--- src/rtl/ecc_syn_pkg.sv ---
package ecc_syn_pkg;
  localparam int unsigned BYTE_W   = 8;
  localparam int unsigned N_BYTES  = 3;
  localparam int unsigned SYN_W    = BYTE_W * N_BYTES;
  localparam int unsigned PAIRS    = BYTE_W / 2;
  localparam int unsigned POS_W    = 2 * PAIRS + 1;
  localparam int unsigned BITPOS_W = 3;
  localparam int unsigned N_STATUS = 4;

  typedef enum logic [1:0] {
    CLS_CLEAN  = 2'd0,
    CLS_DATA   = 2'd1,
    CLS_ECC    = 2'd2,
    CLS_UNCORR = 2'd3
  } ecc_cls_e;

  // every bit pair (2k+1, 2k) of one syndrome byte holds differing bits
  function automatic logic pairs_differ(input logic [BYTE_W-1:0] s);
    logic [BYTE_W-1:0] mask;
    mask = '0;
    for (int k = 0; k < BYTE_W; k += 2) mask[k] = 1'b1;
    return ((s ^ (s >> 1)) & mask) == mask;
  endfunction

  // one-hot status vector: bit0 clean, bit1 data, bit2 ecc, bit3 uncorr
  function automatic logic [N_STATUS-1:0] cls_onehot(input ecc_cls_e c);
    logic [N_STATUS-1:0] v;
    v = '0;
    v[c] = 1'b1;
    return v;
  endfunction
endpackage

--- src/rtl/ecc_syn_classify.sv ---
module ecc_syn_classify
  import ecc_syn_pkg::*;
(
  input  logic [SYN_W-1:0] stored_ecc,
  input  logic [SYN_W-1:0] syn,
  input  logic             ignore_unset,
  output logic             syn_zero,
  output logic             unset_hit,
  output logic             pairs_ok,
  output logic             syn_single,
  output ecc_cls_e         cls
);
  logic [N_BYTES-1:0] byte_ok;

  for (genvar b = 0; b < N_BYTES; b++) begin : g_pair
    assign byte_ok[b] = pairs_differ(syn[b*BYTE_W +: BYTE_W]);
  end

  assign syn_zero   = (syn == '0);
  assign unset_hit  = ignore_unset && (&stored_ecc);
  assign pairs_ok   = &byte_ok;
  assign syn_single = ($countones(syn) == 1);

  always_comb begin
    if (syn_zero || unset_hit) cls = CLS_CLEAN;
    else if (pairs_ok)         cls = CLS_DATA;
    else if (syn_single)       cls = CLS_ECC;
    else                       cls = CLS_UNCORR;
  end
endmodule

--- src/rtl/ecc_syn_locate.sv ---
module ecc_syn_locate
  import ecc_syn_pkg::*;
(
  input  logic [SYN_W-1:0]    syn,
  output logic [POS_W-1:0]    byte_pos,
  output logic [BITPOS_W-1:0] bit_pos
);
  logic [BYTE_W-1:0] s0, s1, s2;
  assign s0 = syn[0*BYTE_W +: BYTE_W];
  assign s1 = syn[1*BYTE_W +: BYTE_W];
  assign s2 = syn[2*BYTE_W +: BYTE_W];

  // odd bit of each pair carries one position bit
  for (genvar k = 0; k < PAIRS; k++) begin : g_byte
    assign byte_pos[k]         = s0[2*k+1];
    assign byte_pos[PAIRS + k] = s1[2*k+1];
  end
  assign byte_pos[POS_W-1] = s2[1];

  for (genvar j = 0; j < BITPOS_W; j++) begin : g_bit
    assign bit_pos[j] = s2[2*j+3];
  end
endmodule

--- src/rtl/ecc_syn_patch.sv ---
module ecc_syn_patch
  import ecc_syn_pkg::*;
(
  input  logic                clk,
  input  logic                rst_n,
  input  logic                fix_en,
  input  logic [POS_W-1:0]    err_byte,
  input  logic [BITPOS_W-1:0] err_bit,
  input  logic [POS_W-1:0]    fix_index,
  input  logic [BYTE_W-1:0]   fix_in,
  output logic [BYTE_W-1:0]   fix_out
);
  logic              hit;
  logic [BYTE_W-1:0] flip;

  assign hit     = fix_en && (fix_index == err_byte);
  assign flip    = hit ? (BYTE_W'(1) << err_bit) : '0;
  assign fix_out = fix_in ^ flip;

  p_pass_through_r10: assert property (@(posedge clk) disable iff (!rst_n)
    !fix_en |-> (fix_out == fix_in));
  p_single_flip_r10: assert property (@(posedge clk) disable iff (!rst_n)
    hit |-> ($countones(fix_out ^ fix_in) == 1));
endmodule

--- src/rtl/ecc_syndrome_corrector.sv ---
module ecc_syndrome_corrector
  import ecc_syn_pkg::*;
(
  input  logic                clk,
  input  logic                rst_n,
  input  logic                start,
  input  logic                ignore_unset,
  input  logic [SYN_W-1:0]    stored_ecc,
  input  logic [SYN_W-1:0]    calc_ecc,
  input  logic [POS_W-1:0]    fix_index,
  input  logic [BYTE_W-1:0]   fix_in,
  output logic                done,
  output logic                st_clean,
  output logic                st_data_fix,
  output logic                st_ecc_fix,
  output logic                st_uncorr,
  output logic [POS_W-1:0]    err_byte,
  output logic [BITPOS_W-1:0] err_bit,
  output logic [BYTE_W-1:0]   fix_out
);
  logic [SYN_W-1:0]    syn;
  logic                syn_zero, unset_hit, pairs_ok, syn_single;
  ecc_cls_e            cls_d;
  logic [POS_W-1:0]    loc_byte;
  logic [BITPOS_W-1:0] loc_bit;
  logic [N_STATUS-1:0] status_q;
  logic [POS_W-1:0]    byte_q;
  logic [BITPOS_W-1:0] bit_q;
  logic                done_q;

  assign syn = stored_ecc ^ calc_ecc;

  ecc_syn_classify u_classify (
    .stored_ecc   (stored_ecc),
    .syn          (syn),
    .ignore_unset (ignore_unset),
    .syn_zero     (syn_zero),
    .unset_hit    (unset_hit),
    .pairs_ok     (pairs_ok),
    .syn_single   (syn_single),
    .cls          (cls_d)
  );

  ecc_syn_locate u_locate (
    .syn      (syn),
    .byte_pos (loc_byte),
    .bit_pos  (loc_bit)
  );

  always_ff @(posedge clk or negedge rst_n) begin
    if (!rst_n) begin
      status_q <= '0;
      byte_q   <= '0;
      bit_q    <= '0;
      done_q   <= 1'b0;
    end else begin
      done_q <= start;
      if (start) begin
        status_q <= cls_onehot(cls_d);
        byte_q   <= (cls_d == CLS_DATA) ? loc_byte : '0;
        bit_q    <= (cls_d == CLS_DATA) ? loc_bit  : '0;
      end
    end
  end

  assign done        = done_q;
  assign st_clean    = status_q[CLS_CLEAN];
  assign st_data_fix = status_q[CLS_DATA];
  assign st_ecc_fix  = status_q[CLS_ECC];
  assign st_uncorr   = status_q[CLS_UNCORR];
  assign err_byte    = byte_q;
  assign err_bit     = bit_q;

  ecc_syn_patch u_patch (
    .clk       (clk),
    .rst_n     (rst_n),
    .fix_en    (st_data_fix),
    .err_byte  (byte_q),
    .err_bit   (bit_q),
    .fix_index (fix_index),
    .fix_in    (fix_in),
    .fix_out   (fix_out)
  );

  p_status_onehot0_r11: assert property (@(posedge clk) disable iff (!rst_n)
    $onehot0(status_q));
  p_done_status_r11: assert property (@(posedge clk) disable iff (!rst_n)
    done |-> ($countones(status_q) == 1));
  p_done_follows_r2: assert property (@(posedge clk) disable iff (!rst_n)
    start |=> done);
  p_no_spurious_done_r2: assert property (@(posedge clk) disable iff (!rst_n)
    !start |=> !done);
  p_hold_r2: assert property (@(posedge clk) disable iff (!rst_n)
    !start |=> ($stable(status_q) && $stable(byte_q) && $stable(bit_q)));
  p_zero_clean_r3: assert property (@(posedge clk) disable iff (!rst_n)
    (start && syn_zero) |=> st_clean);
  p_unset_clean_r4: assert property (@(posedge clk) disable iff (!rst_n)
    (start && unset_hit) |=> st_clean);
  p_single_ecc_r8: assert property (@(posedge clk) disable iff (!rst_n)
    (start && syn_single && !unset_hit) |=> (st_ecc_fix && err_byte == '0 && err_bit == '0));
  p_ecc_data_kept_r8: assert property (@(posedge clk) disable iff (!rst_n)
    st_ecc_fix |-> (fix_out == fix_in));
endmodule

--- config.mk ---
export PLATFORM = sky130hd
export DESIGN_NAME = ecc_syndrome_corrector
export DESIGN_NICKNAME = d
export VERILOG_FILES = /design/src/rtl/ecc_syn_pkg.sv /design/src/rtl/ecc_syn_classify.sv /design/src/rtl/ecc_syn_locate.sv /design/src/rtl/ecc_syn_patch.sv /design/src/rtl/ecc_syndrome_corrector.sv
export SDC_FILE = /design/constraint.sdc
export NUM_CORES = 1
export LEC_CHECK = 0
export ABC_AREA = 1
export BUFFER_PORTS_ARGS = -buffer_cell sky130_fd_sc_hd__buf_2
export CAP_MARGIN = 10
export CELL_PAD_IN_SITES_DETAIL_PLACEMENT = 1
export CELL_PAD_IN_SITES_GLOBAL_PLACEMENT = 1
export CORE_ASPECT_RATIO = 0.9
export CORE_MARGIN = 8
export CORE_UTILIZATION = 39
export CTS_CLUSTER_DIAMETER = 40
export DETAILED_ROUTE_END_ITERATION = 12
export PLACE_DENSITY = 0.95
export REMOVE_ABC_BUFFERS = 1
export SKIP_LAST_GASP = 1
export SLEW_MARGIN = 40
export SYNTH_ARGS = -nofsm -noshare
export SYNTH_HDL_FRONTEND = slang
export SYNTH_SLANG_ARGS = --single-unit
export TNS_END_PERCENT = 50
--- constraint.sdc ---
create_clock -name clk -period 2.14 [get_ports clk]
set_input_delay 0.214 -clock clk [delete_from_list [all_inputs] [get_ports clk]]
set_output_delay 0.214 -clock clk [all_outputs]
set_load 0.05 [all_outputs]
Yosys cells after proc, flatten, opt, wreduce, memory -nomap -nowiden

Index checks and enable logic that the tools add are counted.

Register bits after elaboration: 17
Bits in latches: 0
Memory bits (writable): 0
ROM bits: 0
Memories kept: 0

$add $sub $neg: 23
$mul: 0
Divide/modulo/power cells: 0
Order comparisons: 2
Equal/unequal tests: 6
Shifts and indexed selects: 1
Muxes and demuxes: 8
Bitwise logic cells: 5
Reductions and logical operators: 7

Operators by type and width:

| operator            | count |
|---|---|
| $add 32x32->32      | 11 |
| $eq 32x2->1 const B | 1 |
| $add 1x1->2         | 12 |
| $logic_not 24->1    | 1 |
| $reduce_and 24->1   | 1 |
| $xor 24x24->24      | 1 |
| $xor 7x7->7         | 3 |
| $eq 4x4->1 const B  | 3 |
| $eq 9x9->1          | 1 |
| $mux 9              | 1 |
| $mux 8              | 1 |
| $shl 1x3->8 const A | 1 |
| $xor 8x8->8         | 1 |
| $mux 2              | 2 |
| $logic_and 1x1->1   | 3 |
| $lt 2x3->1 const B  | 1 |
| $mux 3              | 1 |
| $reduce_and 3->1    | 1 |
| $demux 1 s2         | 1 |
| $eq 2x1->1 const B  | 1 |
| $ge 2x1->1 const B  | 1 |
| $mux 1              | 2 |
| $logic_or 1x1->1    | 1 |

Longest topological paths before layout

Gate-level depths: netlist of run 1.

Depth after elaboration: 14
Mapped depth: 23
Mapped depth without buffers: 23

Cells and area by module

Synthesis of run 1 repeated with hierarchy kept, for this count alone.

Cells, all modules: 364
Area total of the unflattened synthesis: 2561.2 µm²

Modules (own cells, without submodules):

| module                 | instances | cells each | area each (µm²) |
|---|---|---|---|
| ecc_syn_classify       | 1         | 141        | 988.4 |
| ecc_syndrome_corrector | 1         | 96         | 949.7 |
| ecc_syn_patch          | 1         | 115        | 533.0 |
| ecc_syn_locate         | 1         | 12         | 90.1 |

Worst setup path before layout of run 1

OpenSTA, ideal clock, no wires.

Path kind: input port to flip-flop
Start: in calc_ecc[3]
End: reg status_q[2]
Data arrival time: 4580 ps
Path slack: -2523 ps
Stages on the path: 20
Path buffers: 0
Path through: xnor2_1 > inv_1 > ha_1 > inv_1 > fa_1 > inv_1 > fa_1 > inv_1 > fa_1 > fa_1 > fa_1 > inv_1 > ha_1 > inv_1 > fa_1 > nand2_1 > nor3_1 > nand3_1 > or2_0 > o21ai_0

Longest elaborated chain between the ends: 14
Elaborated cells on any way between the ends: 20
Those cells by class: add/sub: 5; order compare: 2; eq/ne: 2; mux: 5; bitwise: 2; reduce/logical: 4

RTL lines:

| what                                                           | line                         | RTL |
|---|---|---|
| start: declaration                                             | ecc_syndrome_corrector.sv:9  | `input logic [SYN_W-1:0] calc_ecc,` |
| $xor 24x24->24 (*)                                             | ecc_syndrome_corrector.sv:31 | `assign syn = stored_ecc ^ calc_ecc;` |
| $add 1x1->2 (not written as such)                              | ecc_syn_classify.sv:22       | `assign syn_single = ($countones(syn) == 1);` |
| $add 32x32->32 (not written as such) (4 in series)             | ecc_syn_classify.sv:22       |  |
| $eq 32x2->1                                                    | ecc_syn_classify.sv:22       |  |
| $mux 1                                                         | ecc_syn_classify.sv:27       | `else if (syn_single) cls = CLS_ECC;` |
| $mux 2                                                         | ecc_syn_classify.sv:26       | `else if (pairs_ok) cls = CLS_DATA;` |
| $mux 2 (*)                                                     | ecc_syn_classify.sv:25       | `if (syn_zero \|\| unset_hit) cls = CLS_CLEAN;` |
| $lt 2x3->1 (not written as such) or $ge 2x1->1 (tied branches) | ecc_syn_pkg.sv:29            | `v[c] = 1'b1;` |
| $logic_and 1x1->1 (not written as such)                        | ecc_syn_pkg.sv:29            |  |
| $mux 1 (not written as such)                                   | ecc_syn_pkg.sv:29            |  |
| $demux 1 s2 (*)                                                | ecc_syn_pkg.sv:29            |  |
| end signal: assignment                                         | ecc_syndrome_corrector.sv:59 | `status_q <= cls_onehot(cls_d);` |
| end: declaration                                               | ecc_syndrome_corrector.sv:26 | `logic [N_STATUS-1:0] status_q;` |

Mark *: on every way between the ends. The rest lies on a longest branch, timed or not.
A chain may end at the register's enable or synchronous reset.

Worst setup path in the final report of run 1

Ends and elaborated chain as after synthesis.

==> results of run 1 <==
-- final timing paths --
check	from	endpoint	slack [ns]	cells past startpoint
worst max-delay path	calc_ecc[3]	status_q[2]	-2.78	23
worst min-delay path	start	done	0.14	1
worst max register to register	err_byte[7]	err_byte[7]	1.35	2
worst min register to register	status_q[0]	status_q[0]	0.51	1
max in group asynchronous	rst_n	err_byte[5]	1.44	2
min in group asynchronous	rst_n	err_byte[3]	0.43	2
-- power breakdown --
| part | internal, mW | total, mW | switching [mW] | leakage (nW) |
|---|---|---|---|---|
| Sequential | 0.339 | 0.348 | 0.00898 | 0.231 |
| Clock | 0.130 | 0.249 | 0.119 | 0.0255 |
| Combinational | 1.82 | 4.16 | 2.34 | 1.88 |
-- kinds of logic (layout without fill, tap and decap cells) --
group	count (synthesis)	after routing	share of synthesized area (%)
simple gates	144	144	25.5
flops	17	17	15.9
xor+xnor	26	26	8.79
fa+ha+maj	53	53	30.1
buf+inv	99	231	14.2
compound gates	21	21	5.61
-- sequential cells by signal (all words and copies together) (netlist names) --
signal and flops:
err_byte 9, status_q 4, done 1, err_bit 3
-- cells in the mapped netlist --
cell type | instances | area share, %
o31ai_1 | 1 | 0.28
nand4_1 | 13 | 3.0
o21ai_1 | 1 | 0.19
nand3b_4 | 1 | 0.75
xor2_1 | 4 | 1.3
nor2_4 | 2 | 0.84
nand2_2 | 4 | 0.93
clkbuf_1 | 1 | 0.14
dfrtp_1 | 17 | 16
o21ai_2 | 10 | 3.3
or2_0 | 1 | 0.23
nand3_2 | 2 | 0.75
nand4_2 | 1 | 0.47
and2_1 | 2 | 0.47
xnor2_2 | 1 | 0.61
nor2_1 | 15 | 2.1
nor2_2 | 7 | 1.6
o21a_1 | 2 | 0.56
ha_1 | 34 | 16
nand2_1 | 83 | 12
a21oi_1 | 1 | 0.19
inv_2 | 2 | 0.28
nor3_2 | 1 | 0.37
fa_1 | 19 | 14
xnor2_1 | 21 | 6.9
o21ai_0 | 6 | 1.1
nor3_1 | 2 | 0.37
nand3_1 | 10 | 1.9
inv_1 | 95 | 13
buf_6 | 1 | 0.42
-- per-stage QoR --
stage	cells	hold WS (ns)	setup WS [ns]	setup TNS [ns]	utilization [%]
after floorplan	358	-0.0816	-2.52	-4.91	-
after CTS	581	0.150	-2.67	-5.32	57.0
after detailed placement	574	0.154	-3.14	-6.13	52.7
final	582	0.142	-2.78	-5.54	57.1
after global routing	582	0.143	-2.96	-5.93	57.1
after global placement	574	0.144	-2.78	-5.44	52.7
-- layout make-up --
| class | count | share of cell area [%] |
|---|---|---|
| Clock buffer | 3 | 1.09 |
| Clock inverter | 1 | 0.132 |
| Inverter | 97 | 9.63 |
| Multi-Input combinational cell | 244 | 55.2 |
| Sequential cell | 17 | 11.2 |
| Tap cell | 90 | 2.98 |
| Timing Repair Buffer | 130 | 19.7 |
-- worst reg2reg max path: stages (launching register included) --
cell,delay [ns]
dfrtp_1,0.44
nand2_1,0.11
o21ai_0,0.11
-- per-layer routing --
metal  global-route usage, %  vias to the layer above  share of wire, %
li1                        -                     1336                 -
met1                    21.7                     1392                35
met2                    44.8                      112                54
met3                    2.87                       41               5.5
met4                    13.8                        0               5.6
met5                       0                        -                 0
-- what timing repair did --
item	in CTS	in global routing
hold endpoints to repair	17	0
pin swaps	11	1
endpoints found under the setup margin	2	3
resized for setup	28	1
hold buffers	1	0
buffers inserted	2	1
==> key figures, run 1 <==
Power
  – Pwr dens: about 1300 mW/mm²
  – Pleak: between 2 and 2.5 nW
  – VDD IR max: approximately 1300 µV
  – Total power: between 4 and 5 mW

Floorplanning
  – Total core area: between 0.006 and 0.007 mm²
  – Die footprint: ~0.0098 mm²
  – I/O pin count: 94
  – # rows: 28
  – Die Wd: 103 µm
  – Die height: roughly 95 µm
  – Initial core utilization: 40.4%

Cells and area
  – Register area: 425 µm²
  – Most frequent cells in the layout: inv_1 (93), buf_2 (93), nand2_1 (83)
  – Design Area, Final: between 0.003 and 0.004 mm²
  – Ant. Diodes: 0
  – Layout cell share with drive strength beyond 1: 38.2%
  – Post-layout nets: 615
  – Area of the multi-input gates: 0.00209 mm²
  – Fillers: 855
  – Synthesis-to-finish area growth: 41.3%

Detailed routing
  – DRT iter0 DRCs: 43
  – Via count: between 2000 and 3000
  – Vias/cell: 4.95
  – Drt pass-1 iters: 4
  – Remaining DRCs: 0
  – Total wire length: 10700 µm
  – Final ANT Viol Nets: 0
  – WL/cell: ~18 µm

Global routing
  – Total GRT Usage: 22.8%
  – Overflow after GRT: 0
  – Largest net degree at the start of global routing: 18
  – Vias in the first global route: ~3400
  – First-pass GRT wire length: ~17000 µm
  – Initial antenna violation count: 0

Timing
  – Final Cycle Share: 230%
  – Slew HR: a little over 70%
  – Min Tclk post-route: between 4 and 5 ns
  – Worst Skew: 0 ns
  – Final slew viol count: 0
  – Measured slew at the worst slew-check pin: 0.415 ns
  – RSZ-0062 raised after global routing: yes
  – Final Hold Vio Count: 0
  – Final setup viols: 2
  – Fin worst setup slack: -2.78 ns
  – Fmax achieved: a little over 200 MHz

Critical path
  – Required time worst endpoint: about 2.3 ns
  – Crit-path max cell delay: between 0.5 and 0.6 ns
  – Slowest cell on crit path: fa_1
  – Crit start category: primary input
  – CP max FO: 2
  – Critical path's most frequent cell: inv_1
  – CP bufs+invs: 9
  – CP Cell Sequence: buf_2 > xnor2_2 > inv_1 > ha_4 > inv_1 > fa_1 > inv_1 > fa_1 > inv_1 > fa_2 > inv_1 > fa_1 > inv_1 > fa_1 > inv_2 > ha_4 > inv_1 > fa_1 > nand2_1 > nor3_2 > nand3_1 > or2_0 > o21ai_1
  – Setup CP Type: primary input to register
  – CP Capture Type: register
  – CP arrival: roughly 5.1 ns
  – Top delay family on crit path: adder cells

Clock tree
  – Clock transition at path regs: 0.07 ns
  – Clock Path Buffers: 2
  – Clk_lat worst skew: between 0.2 and 0.3 ns
  – Clock root buffer: clkbuf_8
  – CTS tree: built
  – Max H-tree Level: 1
  – Sink Count: 17
  – Clock buffer count from CTS: 3

Placement
  – DP Wirelength: between 8000 and 9000 µm
  – Post-DP Area: 0.00349 mm²
  – RD Place Congestion: roughly 0.91
  – Number of I/O port buffers: a little over 90

Status
  – Failing checks: setup timing
  – Status: finished with violations

Worst hold path
  – Min-delay worst type: primary input to register

Synth
  – Warnings from Yosys: 0
  – Yosys reg bits: 17
  – Synth cell types: 30
  – Cells after Synth: 360
  – Post-synthesis sequential area ratio: between 10% and 20%
  – Post-Syn Area per Cell: between 7 and 8 µm²
  – Mapped cell area: between 0.002 and 0.003 mm²

Job
  – Max cap viols: 0
No activity file was read; power rests on OpenSTA's default activity.
==> run 2, diff against run 1 <==
==> constraint.sdc (replaced) <==
create_clock -name clk -period 2.14 [get_ports clk]
set_input_delay 0.321 -clock clk [delete_from_list [all_inputs] [get_ports clk]]
set_output_delay 0.321 -clock clk [all_outputs]
set_load 0.05 [all_outputs]
==> run 2 against run 1 <==
  * The flow still finishes with violations (setup timing)
  * Via count rose by 6.7%
  * Register-to-register slack worse by 0.03 ns
  * Global-route usage up 0.89 points
  * Worst setup slack lost 0.21 ns
  * Combinational power rose by 10%
  * Critical path depth grew 1
  * Routed wire length rose by 24%
  * Sequential share of layout area fell by 0.85 points
  * Count of clock-buffer cells in the layout stayed put
  * Final area rose by 8.5%
  * Die area unchanged
  * Clock skew did not move
  * Largest cell class unchanged
==> key figures, run 2 (synthesis gave the netlist of run 1 again) <==
Status
  – Status: finished with violations (unchanged)
  – Failing checks: setup timing (unchanged)

Critical path
  – Crit-path max cell delay: 0.52 ns (was 0.55 ns)
  – Required time worst endpoint: 2.29 ns (was 2.32 ns)
  – Setup CP Type: primary input to register (unchanged)
  – CP arrival: 5.28 ns (was 5.10 ns)
  – CP max FO: 2 (unchanged)
  – Slowest cell on crit path: fa_1 (unchanged)
  – CP Cell Sequence: buf_4 > xnor2_4 > buf_12 > ha_4 > inv_2 > fa_1 > inv_2 > fa_1 > inv_2 > fa_2 > inv_2 > fa_2 > inv_2 > fa_1 > inv_1 > ha_2 > inv_2 > fa_1 > inv_1 > nand3_1 > nand2_1 > nand3_1 > or2_0 > o21ai_1 (was buf_2 > xnor2_2 > inv_1 > ha_4 > inv_1 > fa_1 > inv_1 > fa_1 > inv_1 > fa_2 > inv_1 > fa_1 > inv_1 > fa_1 > inv_2 > ha_4 > inv_1 > fa_1 > nand2_1 > nor3_2 > nand3_1 > or2_0 > o21ai_1)
  – Critical path's most frequent cell: inv_2 (was inv_1)
  – Crit start category: primary input (unchanged)
  – CP Capture Type: register (unchanged)

Timing
  – Fin worst setup slack: -2.99 ns (was -2.78 ns)
  – Setup TNS: -10.48 ns (was -5.54 ns)
  – Final Hold Vio Count: 0 (unchanged)
  – Hold_ws: 0.262 ns (was 0.142 ns)
  – Slew HR: 71.8% (was 72.3%)
  – Final slew viol count: 0 (unchanged)
  – Measured slew at the worst slew-check pin: 0.423 ns (was 0.415 ns)
  – Final setup viols: 21 (was 2)
  – Fmax achieved: 195 MHz (was 203 MHz)
  – Min Tclk post-route: 5.13 ns (was 4.92 ns)
  – RSZ-0062 raised after global routing: yes (unchanged)
  – Worst Skew: 0 ns (unchanged)
  – Final Cycle Share: 240% (was 230%)

Power
  – Pwr dens: 1260 mW/mm² (about the same)
  – VDD IR max: 1160 µV (was 1310 µV)
  – Pleak: 2.21 nW (was 2.14 nW)
  – Total power: 5.18 mW (was 4.76 mW)

Floorplanning
  – Initial core utilization: 40.4% (unchanged)
  – Die height: 94.6 µm (unchanged)
  – Die footprint: 0.00978 mm² (unchanged)
  – Total core area: 0.00662 mm² (unchanged)
  – Die Wd: 103 µm (unchanged)
  – # rows: 28 (unchanged)
  – I/O pin count: 94 (unchanged)

Cells and area
  – Max reg flops: 9 (unchanged)
  – Layout cell share with drive strength beyond 1: 47.4% (was 38.2%)
  – Ant. Diodes: 0 (unchanged)
  – Post-layout nets: 625 (was 615)
  – Synthesis-to-finish area growth: 53.2% (was 41.3%)
  – Util after Layout: 62.0% (was 57.1%)
  – Most frequent cells in the layout: nand2_1 (82), buf_2 (82), inv_1 (74) (was inv_1 (93), buf_2 (93), nand2_1 (83))

Global routing
  – Largest net degree at the start of global routing: 18 (unchanged)
  – Vias in the first global route: 3400 (was 3372)
  – First-pass GRT wire length: 17400 µm (was 16800 µm)
  – Total GRT Usage: 23.6% (was 22.8%)
  – Overflow after GRT: 0 (unchanged)
  – Initial antenna violation count: 0 (unchanged)

Detailed routing
  – DRT iter0 DRCs: 85 (was 43)
  – Drt pass-1 iters: 4 (unchanged)
  – Final ANT Viol Nets: 0 (unchanged)
  – Total wire length: 13400 µm (was 10700 µm)
  – Remaining DRCs: 0 (unchanged)
  – Vias/cell: 5.19 (was 4.95)
  – WL/cell: 22.6 µm (was 18.5 µm)
  – Via count: 3073 (was 2881)

Clock tree
  – Clk_lat worst skew: 0.25 ns (was 0.26 ns)
  – Clock buffer count from CTS: 3 (unchanged)
  – CTS tree: built (unchanged)
  – Clock Path Buffers: 2 (unchanged)
  – Clock transition at path regs: 0.07 ns (about the same)
  – Max H-tree Level: 1 (unchanged)
  – Sink Count: 17 (unchanged)
  – Clock root buffer: clkbuf_8 (unchanged)

Worst hold path
  – Min-delay worst type: primary input to register (unchanged)

Placement
  – Post-placement setup slack: -3.22 ns (was -3.14 ns)
  – Number of I/O port buffers: 93 (unchanged)
  – DP Wirelength: 8630 µm (was 8770 µm)
  – RD Place Congestion: 0.901 (was 0.906)

Job
  – Max cap viols: 0 (unchanged)
-- run 2: cell count changes in the layout (fill, tap and decap cells not counted), sizes merged --
cell,previous run,this run
buf,129,139
-- run 2: layer usage --
metal | GRT usage, % | part of all wire (%) | vias up
li1 | - | - | 1354
met1 | 23.4 | 37 | 1521
met2 | 45.0 | 51 | 136
met3 | 3.60 | 6.0 | 62
met4 | 14.4 | 6.4 | 0
met5 | 0 | 0 | -
-- run 2: worst paths after layout --
path                               start          end  slack [ns]  cells after the start
setup / recovery           stored_ecc[9]  status_q[2]       -2.99                     24
hold / removal                     start         done        0.26                      1
setup reg to reg             err_byte[6]  err_byte[6]        1.32                      3
hold reg to reg              status_q[0]  status_q[0]        0.52                      1
max in group asynchronous          rst_n  err_byte[5]        1.27                      2
min in group asynchronous          rst_n  err_byte[0]        0.57                      2
-- run 2: report_power, final --
group,internal [mW],total [mW],switching (mW)
Combinational,1.97,4.59,2.63
Clock,0.129,0.244,0.115
Sequential,0.339,0.348,0.00868
-- run 2: per-stage QoR --
stage          std cells  cell area, µm²
5_1_grt              592            4100
6_report             592            4100
4_1_cts              584            3790
3_5_place_dp         575            3500
3_3_place_gp         575            3500
2_1_floorplan        358            2660
-- run 2: critical path, delay by kind of cell --
kind | cells | cell delay [ns]
buffers and inverters | 10 | 0.80
adders and majority gates | 8 | 3.24
xor gates and xnor gates | 1 | 0.17
AOI/OAI and AO/OA | 1 | 0.25
and+or+nand+nor | 4 | 0.49
-- run 2: timing repair --
action	in CTS	in global routing
setup endpoints to repair	2	10
gates resized for setup	32	67
pin swaps	14	20
buffers inserted	4	8
endpoints found under the hold margin	17	0
hold buffers	1	0
-- run 2: area by class of cell --
class                           count  area (µm²)
Sequential cell                    17         427
Multi-Input combinational cell    244        2260
Tap cell                           90         113
Timing Repair Buffer              140         887
Clock inverter                      1        5.00
Fill cell                         841        2520
Inverter                           97         367
Clock buffer                        3        41.3
